<file path="config.mk">
export PLATFORM = sky130hd
export DESIGN_NAME = ext_bus_seq
export DESIGN_NICKNAME = d
export VERILOG_FILES = /design/src/rtl/ebs_pkg.sv /design/src/rtl/ebs_len_sel.sv /design/src/rtl/ebs_code_window.sv /design/src/rtl/ext_bus_seq.sv
export SDC_FILE = /design/constraint.sdc
export NUM_CORES = 1
export LEC_CHECK = 0
export CELL_PAD_IN_SITES_DETAIL_PLACEMENT = 1
export CELL_PAD_IN_SITES_GLOBAL_PLACEMENT = 1
export CORE_ASPECT_RATIO = 2
export CORE_MARGIN = 2
export CORE_UTILIZATION = 36
export CTS_BUF_LIST = sky130_fd_sc_hd__clkbuf_8
export CTS_CLUSTER_SIZE = 16
export DETAILED_ROUTE_END_ITERATION = 8
export GPL_ROUTABILITY_DRIVEN = 0
export PLACE_DENSITY = 0.84
export SYNTH_ARGS = -nofsm -noshare
export SYNTH_HDL_FRONTEND = slang
export SYNTH_SLANG_ARGS = --single-unit
</file>
<file path="constraint.sdc">
create_clock -name clk -period 2.15 [get_ports clk]
set_clock_uncertainty 0.2 [all_clocks]
set_input_delay 0.5375 -clock clk [delete_from_list [all_inputs] [get_ports clk]]
set_output_delay 0.5375 -clock clk [all_outputs]
set_load 0.01 [all_outputs]
</file>
<file path="src/rtl/ebs_pkg.sv">
package ebs_pkg;
    typedef enum logic [1:0] {
        ST_IDLE = 2'd0,
        ST_ADDR = 2'd1,
        ST_STRB = 2'd2
    } ebs_state_e;

    // request kind decode: bit1 set = write, else bit0 set = data read, else code
    function automatic logic kind_is_code(input logic [1:0] k);
        return k == 2'b00;
    endfunction

    function automatic logic kind_is_write(input logic [1:0] k);
        return k[1];
    endfunction
endpackage

</file>
<file path="src/rtl/ebs_len_sel.sv">
module ebs_len_sel #(
    parameter int LW = 4
) (
    input  logic [1:0]    kind,
    input  logic [LW-1:0] cfg_code,
    input  logic [LW-1:0] cfg_rd,
    input  logic [LW-1:0] cfg_wr,
    output logic [LW-1:0] len
);
    logic [LW-1:0] pick;

    always_comb begin
        if (ebs_pkg::kind_is_write(kind))      pick = cfg_wr;
        else if (ebs_pkg::kind_is_code(kind))  pick = cfg_code;
        else                                   pick = cfg_rd;
        // zero is clamped to the one-clock minimum
        len = (pick == '0) ? LW'(1) : pick;
    end
endmodule

</file>
<file path="src/rtl/ebs_code_window.sv">
module ebs_code_window #(
    parameter int AW        = 16,
    parameter int WIN_BYTES = 16
) (
    input  logic          clk,
    input  logic          rst_n,
    input  logic          probe_code,
    input  logic [AW-1:0] probe_addr,
    input  logic          commit,
    output logic          need_ale
);
    localparam int WIN_LSB = $clog2(WIN_BYTES);
    localparam int TAG_W   = AW - WIN_LSB;
    localparam int WA_W    = AW - 1;

    typedef struct packed {
        logic             live;
        logic [TAG_W-1:0] tag;
        logic [WA_W-1:0]  nxt;
    } win_t;

    win_t win_d, win_q;

    always_comb begin
        need_ale = !win_q.live
                || !probe_code
                || (probe_addr[AW-1:1] != win_q.nxt)
                || (probe_addr[AW-1:WIN_LSB] != win_q.tag);

        win_d = win_q;
        if (commit) begin
            win_d.live = probe_code;
            win_d.tag  = probe_addr[AW-1:WIN_LSB];
            win_d.nxt  = probe_addr[AW-1:1] + WA_W'(1);
        end
    end

    always_ff @(posedge clk) begin
        if (!rst_n) win_q <= '0;
        else        win_q <= win_d;
    end
endmodule

</file>
<file path="src/rtl/ext_bus_seq.sv">
module ext_bus_seq #(
    parameter int AW        = 16,
    parameter int DW        = 16,
    parameter int LW        = 4,
    parameter int WIN_BYTES = 16
) (
    input  logic          clk,
    input  logic          rst_n,
    input  logic          req_valid,
    output logic          req_ready,
    input  logic [1:0]    req_kind,
    input  logic [AW-1:0] req_addr,
    input  logic [DW-1:0] req_wdata,
    input  logic [LW-1:0] cfg_code_len,
    input  logic [LW-1:0] cfg_rd_len,
    input  logic [LW-1:0] cfg_wr_len,
    output logic          done,
    output logic [DW-1:0] rdata,
    output logic          bus_ale,
    output logic          bus_rd,
    output logic          bus_wr,
    output logic [DW-1:0] bus_out,
    output logic          bus_oe,
    input  logic [DW-1:0] bus_in
);
    import ebs_pkg::*;

    typedef struct packed {
        ebs_state_e    st;
        logic          wr;
        logic [AW-1:0] addr;
        logic [DW-1:0] wdata;
        logic [LW-1:0] cnt;
        logic          done;
        logic [DW-1:0] rdata;
    } seq_t;

    seq_t s_d, s_q;

    logic          accept;
    logic          need_ale;
    logic [LW-1:0] len;

    assign req_ready = (s_q.st == ST_IDLE);
    assign accept    = req_valid && req_ready;

    ebs_code_window #(.AW(AW), .WIN_BYTES(WIN_BYTES)) win_i (
        .clk        (clk),
        .rst_n      (rst_n),
        .probe_code (kind_is_code(req_kind)),
        .probe_addr (req_addr),
        .commit     (accept),
        .need_ale   (need_ale)
    );

    ebs_len_sel #(.LW(LW)) len_i (
        .kind     (req_kind),
        .cfg_code (cfg_code_len),
        .cfg_rd   (cfg_rd_len),
        .cfg_wr   (cfg_wr_len),
        .len      (len)
    );

    always_comb begin
        s_d      = s_q;
        s_d.done = 1'b0;
        unique case (s_q.st)
            ST_IDLE: begin
                if (accept) begin
                    s_d.wr    = kind_is_write(req_kind);
                    s_d.addr  = req_addr;
                    s_d.wdata = req_wdata;
                    s_d.cnt   = len;
                    s_d.st    = need_ale ? ST_ADDR : ST_STRB;
                end
            end
            ST_ADDR: begin
                s_d.st = ST_STRB;
            end
            ST_STRB: begin
                if (s_q.cnt == LW'(1)) begin
                    s_d.st   = ST_IDLE;
                    s_d.done = 1'b1;
                    if (!s_q.wr) s_d.rdata = bus_in;
                end else begin
                    s_d.cnt = s_q.cnt - LW'(1);
                end
            end
            default: s_d.st = ST_IDLE;
        endcase
    end

    always_ff @(posedge clk) begin
        if (!rst_n) begin
            s_q    <= '0;
            s_q.st <= ST_IDLE;
        end else begin
            s_q <= s_d;
        end
    end

    always_comb begin
        bus_ale = (s_q.st == ST_ADDR);
        bus_rd  = (s_q.st == ST_STRB) && !s_q.wr;
        bus_wr  = (s_q.st == ST_STRB) &&  s_q.wr;
        bus_oe  = bus_ale || bus_wr;
        if (bus_ale)     bus_out = DW'(s_q.addr);
        else if (bus_wr) bus_out = s_q.wdata;
        else             bus_out = '0;
    end

    assign done  = s_q.done;
    assign rdata = s_q.rdata;
endmodule

</file>
# Word level (Yosys, flattened, before mapping)
# Cells that the tools add are included.
# word_totals
ff_bits	84
inputBits	65
# op_classes
n_reduce_logical	19
n_eq_ne	8
addsub	2
n_bitwise	1
mux	13
# ops
op	n
16-bit 2-to-1 mux	3
39-bit 2-to-1 mux	1
17-bit 2-to-1 mux	1
4-bit 2-to-1 mux	4
15-bit by 1-bit adder with 15-bit output, second input constant	1
15-bit inequality test	1
12-bit inequality test	1
4-bit case mux with 2 select lines	1
2-bit case mux with 3 select lines	1
2-bit AND reduction	3
3-bit AND reduction	2
4-bit by 1-bit == test with 1-bit output, second input constant	1
2-bit logical NOT	2
4-bit logical NOT	1
1-bit logical OR	4
2-bit 2-to-1 mux	2
2-bit inequality test, second input constant	2
4-bit by 1-bit subtractor with 4-bit output, second input constant	1
1-bit logical AND	3
1-bit logical NOT	3
2-bit by 1-bit == test with 1-bit output, second input constant	1
2-bit == test, second input constant	1
2-bit by 1-bit inequality test with 1-bit output, second input constant	1
2-bit nonzero test	1
1-bit NOT	1

# Longest topological paths before layout
# Gate-level depths: netlist of the first run.
# logic_depth
depth_word	8
depth_mapped	8
ltp_nobuf	6

# Hierarchy
# Synthesis of the first run repeated with hierarchy kept, for this count alone.
# unflattened
cells_unflattened	488
hier_area_um2	4169.0
# modules_own_cells
module	cells_per_inst	area_each_um2	instances	seq_area_each_um2
ext_bus_seq	302	2513.7	1	1121.1
ebs_code_window	174	1570.3	1	560.5
ebs_len_sel	12	85.1	1	0.0

# Least setup slack after synthesis of the first run
# Ideal clock, no wire load.
# synth_path
kind	flip-flop to output port
startpoint	reg s_q[55] in the netlist's numbering
endpoint	out bus_out[10]
arrival_ps	1304
path_stages_with_launch	6
setup_slack_ps	108
cell_sequence	dfxtp_1 -> nor2b_1 -> and2_1 -> buf_2 -> buf_2 -> a22o_1
# synth_via
elab_chain_len	4
# synth_rtl
item	line	rtl
start, declared	ext_bus_seq.sv:38	seq_t s_d, s_q;
2-bit == test	ext_bus_seq.sv:105	bus_wr = (s_q.st == ST_STRB) && s_q.wr;
1-bit logical AND	ext_bus_seq.sv:105	
via bus_wr	ext_bus_seq.sv:21	output logic bus_wr,
16-bit 2-to-1 mux	ext_bus_seq.sv:108	else if (bus_wr) bus_out = s_q.wdata;
16-bit 2-to-1 mux	ext_bus_seq.sv:107	if (bus_ale) bus_out = DW'(s_q.addr);
end, declared	ext_bus_seq.sv:22	output logic [DW-1:0] bus_out,
# The timed path passes the listed nets, and every way through them passes these cells.

# Worst setup path in the final report of the first run
# layout_path
startpoint	reg s_q[55] in the netlist's numbering
endpoint	out bus_out[0]
# layout_via
elab_chain_len	4
# layout_rtl
item	line
2-bit == test	ext_bus_seq.sv:105
1-bit logical AND	ext_bus_seq.sv:105
16-bit 2-to-1 mux	ext_bus_seq.sv:108
16-bit 2-to-1 mux (*)	ext_bus_seq.sv:107
# Mark *: on every way between the ends. The rest lies on a longest branch, timed or not.

==> results.py, run 1 <==
metrics = {
    "timing": {
        "finalCriticalPeriod_ps": 2257,
        "hold_viol_final": 0,
        "setup_tns_ps": -1297,
        "fin_crit_sh_pct": 105.0,
        "worst_pin_slew_ps": 642.8,
        "setup_violations": 17,
        "max_clock_freq_ghz": 0.4430,
        "worst_hold_slack_ps": 256.0,
        "slew_violations": 0,
        "relSlewSlack_pct": 57.15,
        "rsz0062_at_grt": "yes",
        "worst_slack_ps": -107.4,
    },
    "place": {
        "postPlaceCellArea_sq_um": 4946,
        "dp_worst_setup_slack_ps": -364.0,
        "dp_cells": 679,
        "dp_hpwl_um": 8805,
        "port_buffers": 102,
    },
    "power": {
        "p_leak_nw": 2.053,
        "vdd_ir_drop_max_v": 0.0004295,
        "power_density_nw_per_um2": 651.2,
    },
    "hold_path": {
        "hold_depth": 2,
        "worstHoldEndpoint": "rdata[9]",
        "hold_path.class": "flop to flop",
        "min_from": "rdata[9]",
    },
    "floorplan": {
        "die-area_sq_um": 11230,
        "start_util_pct": 36.94,
        "row_count": 52,
        "die_h_um": 147.9,
        "io-pin-count": 103,
        "coreArea_sq_um": 10080,
        "dieWidth_um": 75.93,
    },
    "job": {
        "maxCapViolCount": 0,
    },
    "clock_network": {
        "clkSinkCount": 72,
        "numCtsBuffers": 9,
        "cts.path.max_buffers": 2,
        "cts_tree": "built",
        "insertion_delay_ps": 360,
        "path_clk_slew_ps": 70,
        "htree_num_levels": 3,
        "root_buffer": "clkbuf_8",
    },
    "routing": {
        "via_per_inst": 5.234,
        "vias": 3669,
        "drc_errors": 0,
        "drt_iter0_drc": 92,
        "wl_per_cell_um": 17.67,
        "wl_um": 12390,
        "dr.pass1.iters": 4,
        "ant_nets": 0,
    },
    "global_routing": {
        "grt_antenna_before_repair": 0,
        "gr-total-overflow": 0,
        "grt_use_total_pct": 21.84,
        "grt_pass1_vias": 3976,
        "grt_first_pass_wirelength_um": 19350,
        "grt_max_degree": 61,
    },
    "critical_path": {
        "critPathKind": "flop to primary output",
        "rrSetupSlack_ps": 180,
        "reg2reg_depth": 7,
        "r2r-start": "s_q[18]",
        "cp-start-kind": "flop",
        "arrival_ps": 1520,
        "r2r-end": "s_q[20]",
        "worstSetupEndpointType": "primary output",
        "path_max_fanout": 5,
        "crit_required_ps": 1410,
    },
    "logic_synthesis": {
        "synth_edf_count": 0,
        "syn_area_sq_um": 3725,
        "netlist_instances": 450,
        "synthArstFlopShare_pct": 0,
        "ys_seq_area_share_pct": 38.70,
        "synth.area.top_cells": "dfxtp_1 39%, nand2_1 9.2%, a21oi_1 8.2%",
        "yosys.area.top_type": "dfxtp_1",
        "synth_flop_cell": "dfxtp_1",
        "synth.top_cell.area_share_pct": 38.70,
        "ys_seq_elements": 72,
        "avgSynthCellArea_sq_um": 8.277,
        "synth_cell_types": 49,
        "syn-num-nets": 518,
        "yosysWarnings": 0,
    },
    "run_status": {
        "violations": "negative setup slack",
        "outcome": "finished with violations",
    },
    "cells_and_area": {
        "stdcell_count": 701,
        "n_fill_cell": 1205,
        "multi_input_area_sq_um": 1957,
        "fin_nets": 629,
        "ff_latch_area_sq_um": 1446,
        "insertedDiodeCount": 0,
        "drive_gt1_share_pct": 19.26,
        "layout_common_cells": "91 x nand2_1, 77 x clkdlybuf4s50_1, 70 x dfxtp_1",
        "fin_area_sq_um": 5174,
        "area_growth_pct": 38.90,
        "final_common_cell": "nand2_1",
    },
}
-- worst max-delay path by stage --
stage                  from              end  slack (ps)  depth (start not counted)
2_1_floorplan       s_q[55]      bus_out[10]         110                          5
3_3_place_gp   req_addr[10]  win_i.win_q[13]        -320                          6
3_5_place_dp    req_addr[1]  win_i.win_q[14]        -360                          6
4_1_cts             s_q[55]      bus_out[11]        -190                          6
5_1_grt             s_q[55]       bus_out[0]        -140                          5
6_report            s_q[55]       bus_out[0]        -110                          5
-- through the flow --
stage | utilization, % | power, mW
floorplan | - | 1.865
global placement | 49.04 | 2.169
detailed placement | 49.04 | 2.204
CTS | 50.91 | 3.378
global route | 51.30 | 3.511
finish | 51.30 | 3.369
-- where the power goes --
| part | total (mW) | switching (mW) | internal [mW] | leakage [nW] |
|---|---|---|---|---|
| Combinational | 0.714 | 0.368 | 0.345 | 1.34 |
| Sequential | 1.49 | 0.0680 | 1.42 | 0.591 |
| Clock | 1.17 | 0.498 | 0.671 | 0.120 |
| Total | 3.37 | 0.934 | 2.43 | 2.05 |
-- state kept, by name (all words and copies together) (netlist names) --
signal and cells:
s_q 28, rdata 16, win_i.win_q 27, done 1
-- Yosys cell counts, types with 2 or more instances --
master and number:
nor2b_1 2, a31oi_1 2, nor3_1 6, o21ai_0 16, ha_1 3, buf_2 14
nor3b_1 3, or3b_1 2, nor4_1 5, buf_6 2, a211oi_1 6, a21oi_1 61
dfxtp_1 72, a2111oi_4 2, clkbuf_8 6, nor2_1 11, buf_4 17, or2_2 3
nand3_1 25, clkbuf_1 12, mux2i_1 3, xor2_1 29, mux2_2 4, nand4_1 3
xnor2_1 5, and3_1 2, inv_1 4, a22o_1 16, nand2_1 91, or3_1 3
and2_1 2
-- metal layers --
| metal | vias to the layer above | wire length, um | GRT usage (%) |
|---|---|---|---|
| met1 | 1779 | 4316 | 19.85 |
| met5 | - | 0 | 0 |
| met2 | 110 | 7164 | 43.71 |
| li1 | 1745 | - | - |
| met4 | 0 | 502 | 14.73 |
| met3 | 35 | 402 | 2.808 |
-- timing repair --
| item | 4_1_cts | 5_1_grt |
|---|---|---|
| gates cloned | 0 | 1 |
| endpoints found under the setup margin | 23 | 23 |
| hold buffers | 0 | 0 |
| buffers inserted | 3 | 3 |
| pin swaps | 0 | 2 |
| resized for setup | 89 | 11 |
-- critical path: stages, from the launching register on --
cell and delay (ps):
dfxtp_4 350, nor2b_4 130, and2_4 200, buf_4 140, a22o_1 200, buf_2 140
-- area by class of cell --
class	instances	share of cell area, %
clock inverters	6	1.475
well taps	135	3.265
inverters	5	0.3628
repair buffers	152	26.46
flip-flops and latches	72	27.96
clock buffers	10	2.660
multi-input cells	321	37.82
-- kinds of logic after synthesis --
family / synth area share, %
DFF: 38.70
xor gates and xnor gates: 7.994
muxes: 2.015
and+or+nand+nor: 21.60
adders and majority gates: 1.008
buffers and inverters: 10.38
AOI/OAI and AO/OA: 18.31
Power figures use the tool's default switching activity.
==> run 2, diff against run 1 <==
--- a/config.mk
+++ b/config.mk
@@ -8,7 +8,6 @@
 export CELL_PAD_IN_SITES_DETAIL_PLACEMENT = 1
 export CELL_PAD_IN_SITES_GLOBAL_PLACEMENT = 1
 export CORE_ASPECT_RATIO = 2
-export CORE_MARGIN = 2
 export CORE_UTILIZATION = 36
 export CTS_BUF_LIST = sky130_fd_sc_hd__clkbuf_8
 export CTS_CLUSTER_SIZE = 16
==> results.py, run 2 (synthesized netlist as in run 1, its figures left out) <==
metrics = {
    "place": {
        "dp_worst_setup_slack_ps": -355.0,
        "dp_hpwl_um": 8977,
        "postPlaceCellArea_sq_um": 4984,
        "port_buffers": 102,
        "dp_cells": 684,
    },
    "cells_and_area": {
        "n_fill_cell": 1214,
        "final_common_cell": "nand2_1",
        "final_util_pct": 51.48,
        "insertedDiodeCount": 0,
        "fin_nets": 634,
        "stdcell_count": 706,
        "ff_latch_area_sq_um": 1444,
        "layout_common_cells": "91 x nand2_1, 75 x clkdlybuf4s50_1, 70 x dfxtp_1",
        "drive_gt1_share_pct": 20.84,
        "multi_input_area_sq_um": 1982,
        "largest_reg_flops": 28,
        "top_register": "s_q",
        "area_growth_pct": 39.37,
        "fin_area_sq_um": 5191,
    },
    "timing": {
        "relSlewSlack_pct": 70.06,
        "worst_pin_slew_ps": 448.4,
        "finalCriticalPeriod_ps": 2251,
        "max_clock_freq_ghz": 0.4441,
        "worst_hold_slack_ps": 257.7,
        "slew_violations": 0,
        "fin_crit_sh_pct": 104.7,
        "worst_slack_ps": -101.5,
        "setup_violations": 16,
        "hold_viol_final": 0,
        "rsz0062_at_grt": "yes",
        "setup_tns_ps": -967.9,
    },
    "routing": {
        "drc_errors": 0,
        "wl_um": 12730,
        "ant_nets": 0,
        "via_per_inst": 5.254,
        "wl_per_cell_um": 18.04,
        "dr.pass1.iters": 4,
        "drt_iter0_drc": 134,
        "vias": 3709,
    },
    "floorplan": {
        "coreArea_sq_um": 10080,
        "die-area_sq_um": 10780,
        "dieWidth_um": 73.93,
        "start_util_pct": 36.94,
        "die_h_um": 145.9,
        "io-pin-count": 103,
        "row_count": 52,
    },
    "clock_network": {
        "cts.path.max_buffers": 2,
        "root_buffer": "clkbuf_8",
        "insertion_delay_ps": 370,
        "path_clk_slew_ps": 80,
        "numCtsBuffers": 9,
        "clkSinkCount": 72,
        "htree_num_levels": 3,
        "cts_tree": "built",
    },
    "critical_path": {
        "worstSetupEndpointType": "primary output",
        "reg2reg_depth": 6,
        "r2r-end": "s_q[20]",
        "cp_top_family": "simple AND/OR/NAND/NOR gates",
        "crit_required_ps": 1410,
        "arrival_ps": 1510,
        "max_stage_delay_ps": 350,
        "rrSetupSlack_ps": 150,
        "path_max_fanout": 5,
        "r2r-start": "s_q[17]",
        "startpoint": "s_q[55]",
        "critPathKind": "flop to primary output",
        "cp.depth": 5,
        "endpoint": "bus_out[4]",
        "cp_slowest_cell": "dfxtp_2",
        "cp-start-kind": "flop",
        "worstPathCellList": "nor2b_4, buf_6, and2_4, a22o_1, buf_2",
        "worst-path-buf-inv": 2,
    },
    "power": {
        "finalPower_mw": 3.240,
        "power_density_nw_per_um2": 624.1,
        "vdd_ir_drop_max_v": 0.0004349,
        "p_leak_nw": 2.084,
    },
    "global_routing": {
        "grt_use_total_pct": 24.74,
        "grt_first_pass_wirelength_um": 19910,
        "gr-total-overflow": 0,
        "grt_pass1_vias": 4048,
        "grt_antenna_before_repair": 0,
        "grt_max_degree": 30,
    },
    "run_status": {
        "outcome": "finished with violations",
        "violations": "negative setup slack",
    },
    "hold_path": {
        "hold_path.class": "flop to flop",
    },
    "job": {
        "maxCapViolCount": 0,
    },
}
-- run 2: cell types whose count changed in the layout (fill, tap and decap cells not counted), moves of 2 or more --
cell and change:
clkdlybuf4s50_1 -2, buf_4 +3, clkdlybuf4s15_1 -2, dlymetal6s2s_1 +3, and2_4 +2, bufinv_16 -2, clkbuf_2 +2, clkbuf_8 +2
buf_6 +2
-- run 2: area by class of cell --
| class | instances | area share (%) |
|---|---|---|
| Inverter | 5 | 0.3615 |
| Clock inverter | 4 | 0.3856 |
| Tap cell | 135 | 3.254 |
| Sequential cell | 72 | 27.81 |
| Timing Repair Buffer | 155 | 26.83 |
| Clock buffer | 12 | 3.181 |
| Multi-Input combinational cell | 323 | 38.18 |
-- run 2: worst min-delay path by stage --
stage / from / endpoint / cells past startpoint
3_5_place_dp: s_q[23] / s_q[23] / 2
2_1_floorplan: s_q[21] / s_q[21] / 2
6_report: s_q[23] / s_q[23] / 2
3_3_place_gp: s_q[27] / s_q[27] / 2
4_1_cts: s_q[23] / s_q[23] / 2
5_1_grt: s_q[32] / s_q[32] / 2
-- run 2: worst min-delay path, cell delays in order (launching register included) --
cell and delay, ps:
dfxtp_1 310, nand2_1 50, a21oi_1 50
-- run 2: power breakdown --
part / internal (mW) / total [mW] / switching, mW
clock network: 0.503 / 1.03 / 0.523
logic: 0.355 / 0.727 / 0.372
registers: 1.42 / 1.49 / 0.0682
total: 2.28 / 3.24 / 0.963
-- run 2: routing by layer --
layer / GRT usage, % / wire length [um]
met1: 22.74 / 4299
met2: 45.32 / 7281
met3: 3.324 / 402
met4: 20.10 / 749
met5: 0 / 0
-- run 2: what timing repair did --
item,in CTS,in global routing
gates cloned,3,0
resized for setup,89,17
endpoints found under the setup margin,21,29
hold buffers,0,0
pin swaps,2,5
buffers inserted,3,2
==> run 3, diff against run 2 <==
--- a/config.mk
+++ b/config.mk
@@ -13,6 +13,7 @@
 export CTS_CLUSTER_SIZE = 16
 export DETAILED_ROUTE_END_ITERATION = 8
 export GPL_ROUTABILITY_DRIVEN = 0
+export MAX_ROUTING_LAYER = met4
 export PLACE_DENSITY = 0.84
 export SYNTH_ARGS = -nofsm -noshare
 export SYNTH_HDL_FRONTEND = slang
==> results.py, run 3 (synthesized netlist as in run 1, its figures left out) <==
metrics = {
    "critical_path": {
        "r2r-start": "s_q[17]",
        "arrival_ps": 1510,
        "critPathKind": "flop to primary output",
        "startpoint": "s_q[55]",
        "path_max_fanout": 5,
        "crit_required_ps": 1410,
        "worstSetupEndpointType": "primary output",
        "cp-start-kind": "flop",
    },
    "power": {
        "pwr-share-comb_pct": 22.4,
        "clkPwrFrac_pct": 31.6,
        "power_switching_uw": 960.1,
        "power_density_nw_per_um2": 623.6,
        "seqPwrFrac_pct": 45.9,
        "finalPower_mw": 3.237,
        "p_leak_nw": 2.084,
        "vdd_ir_drop_max_v": 0.0004355,
        "p_int_mw": 2.277,
        "switching_share_pct": 29.66,
    },
    "timing": {
        "worst_slack_ps": -93.79,
        "rsz0062_at_grt": "yes",
        "relSlewSlack_pct": 67.84,
        "max_clock_freq_ghz": 0.4457,
        "hold_viol_final": 0,
        "worst_pin_slew_ps": 481.7,
        "setup_violations": 15,
        "finalCriticalPeriod_ps": 2244,
        "worst_hold_slack_ps": 258.0,
        "setup_tns_ps": -834.8,
        "slew_violations": 0,
        "fin_crit_sh_pct": 104.4,
    },
    "run_status": {
        "outcome": "finished with violations",
        "violations": "negative setup slack",
    },
    "clock_network": {
        "path_clk_slew_ps": 70,
        "htree_num_levels": 3,
        "clkSinkCount": 72,
        "numCtsBuffers": 9,
        "cts_tree": "built",
        "cts.path.max_buffers": 2,
        "root_buffer": "clkbuf_8",
        "insertion_delay_ps": 360,
    },
    "cells_and_area": {
        "area_growth_pct": 39.37,
        "largest_reg_flops": 28,
        "final_common_cell": "nand2_1",
        "fin_area_sq_um": 5191,
        "layout_common_cells": "91 x nand2_1, 75 x clkdlybuf4s50_1, 70 x dfxtp_1",
        "final_util_pct": 51.48,
        "top_register": "s_q",
        "stdcell_count": 706,
        "fin_nets": 634,
        "drive_gt1_share_pct": 20.84,
        "insertedDiodeCount": 0,
    },
    "job": {
        "maxCapViolCount": 0,
    },
    "global_routing": {
        "gr-total-overflow": 0,
        "grt_first_pass_wirelength_um": 19910,
        "grt_antenna_before_repair": 0,
        "grt_use_total_pct": 25.48,
        "grt_max_degree": 30,
        "grt_pass1_vias": 4059,
    },
    "floorplan": {
        "die_h_um": 145.9,
        "io-pin-count": 103,
        "die-area_sq_um": 10780,
        "start_util_pct": 36.94,
        "dieWidth_um": 73.93,
        "row_count": 52,
        "coreArea_sq_um": 10080,
    },
    "routing": {
        "via_per_inst": 5.246,
        "drc_errors": 0,
        "dr.pass1.iters": 4,
        "wl_um": 12760,
        "drt_iter0_drc": 141,
        "vias": 3704,
        "wl_per_cell_um": 18.08,
        "ant_nets": 0,
    },
    "hold_path": {
        "hold_path.class": "flop to flop",
        "min_from": "s_q[25]",
    },
    "place": {
        "dp_worst_setup_slack_ps": -355.0,
        "dp_hpwl_um": 8977,
        "port_buffers": 102,
        "dp_cells": 684,
        "postPlaceCellArea_sq_um": 4984,
    },
}
-- run 3: cell type report --
| cell class | instances | area, sq um |
|---|---|---|
| Sequential cell | 72 | 1444 |
| Clock inverter | 4 | 20.02 |
| Fill cell | 1214 | 4893 |
| Tap cell | 135 | 168.9 |
| Clock buffer | 12 | 165.2 |
| Timing Repair Buffer | 155 | 1393 |
| Inverter | 5 | 18.77 |
| Multi-Input combinational cell | 323 | 1982 |
-- run 3: timing repair --
item	4_1_cts	5_1_grt
cloned	3	0
hold buffers	0	0
resized for setup	89	17
setup endpoints to repair	21	29
setup buffers	3	2
pin swaps	2	5
-- run 3: worst max-delay path, cell delays in order, from the launching register on --
cell     delay, ps
dfxtp_2        350
nor2b_4        220
buf_6          120
and2_4         180
a22o_1         150
buf_2          120
-- run 3: path summary, 6_finish.rpt --
| path | cells after the start | endpoint | slack, ps |
|---|---|---|---|
| worst min register to register | 2 | s_q[25] | 260 |
| worst max register to register | 6 | s_q[20] | 160 |
| worst min-delay path | 2 | s_q[25] | 260 |
| worst max-delay path | 5 | bus_out[7] | -90 |
-- run 3: per-layer routing --
layer  track usage, %  wire length [um]  share of wire, %  vias to the layer above
met4            20.10               790               6.2                        0
met2            45.18              7249                57                      125
li1                 -                 -                 -                     1759
met3            3.324               382               3.0                       50
met5                -                 0                 0                        -
met1            23.00              4342                34                     1770
-- run 3: power groups by stage --
stage / clock, mW / combinational, mW / sequential (mW)
floorplan: 0 / 0.369 / 1.50
global placement: 0 / 0.674 / 1.50
detailed placement: 0 / 0.704 / 1.51
CTS: 1.04 / 0.717 / 1.48
global route: 1.10 / 0.783 / 1.49
finish: 1.02 / 0.726 / 1.49
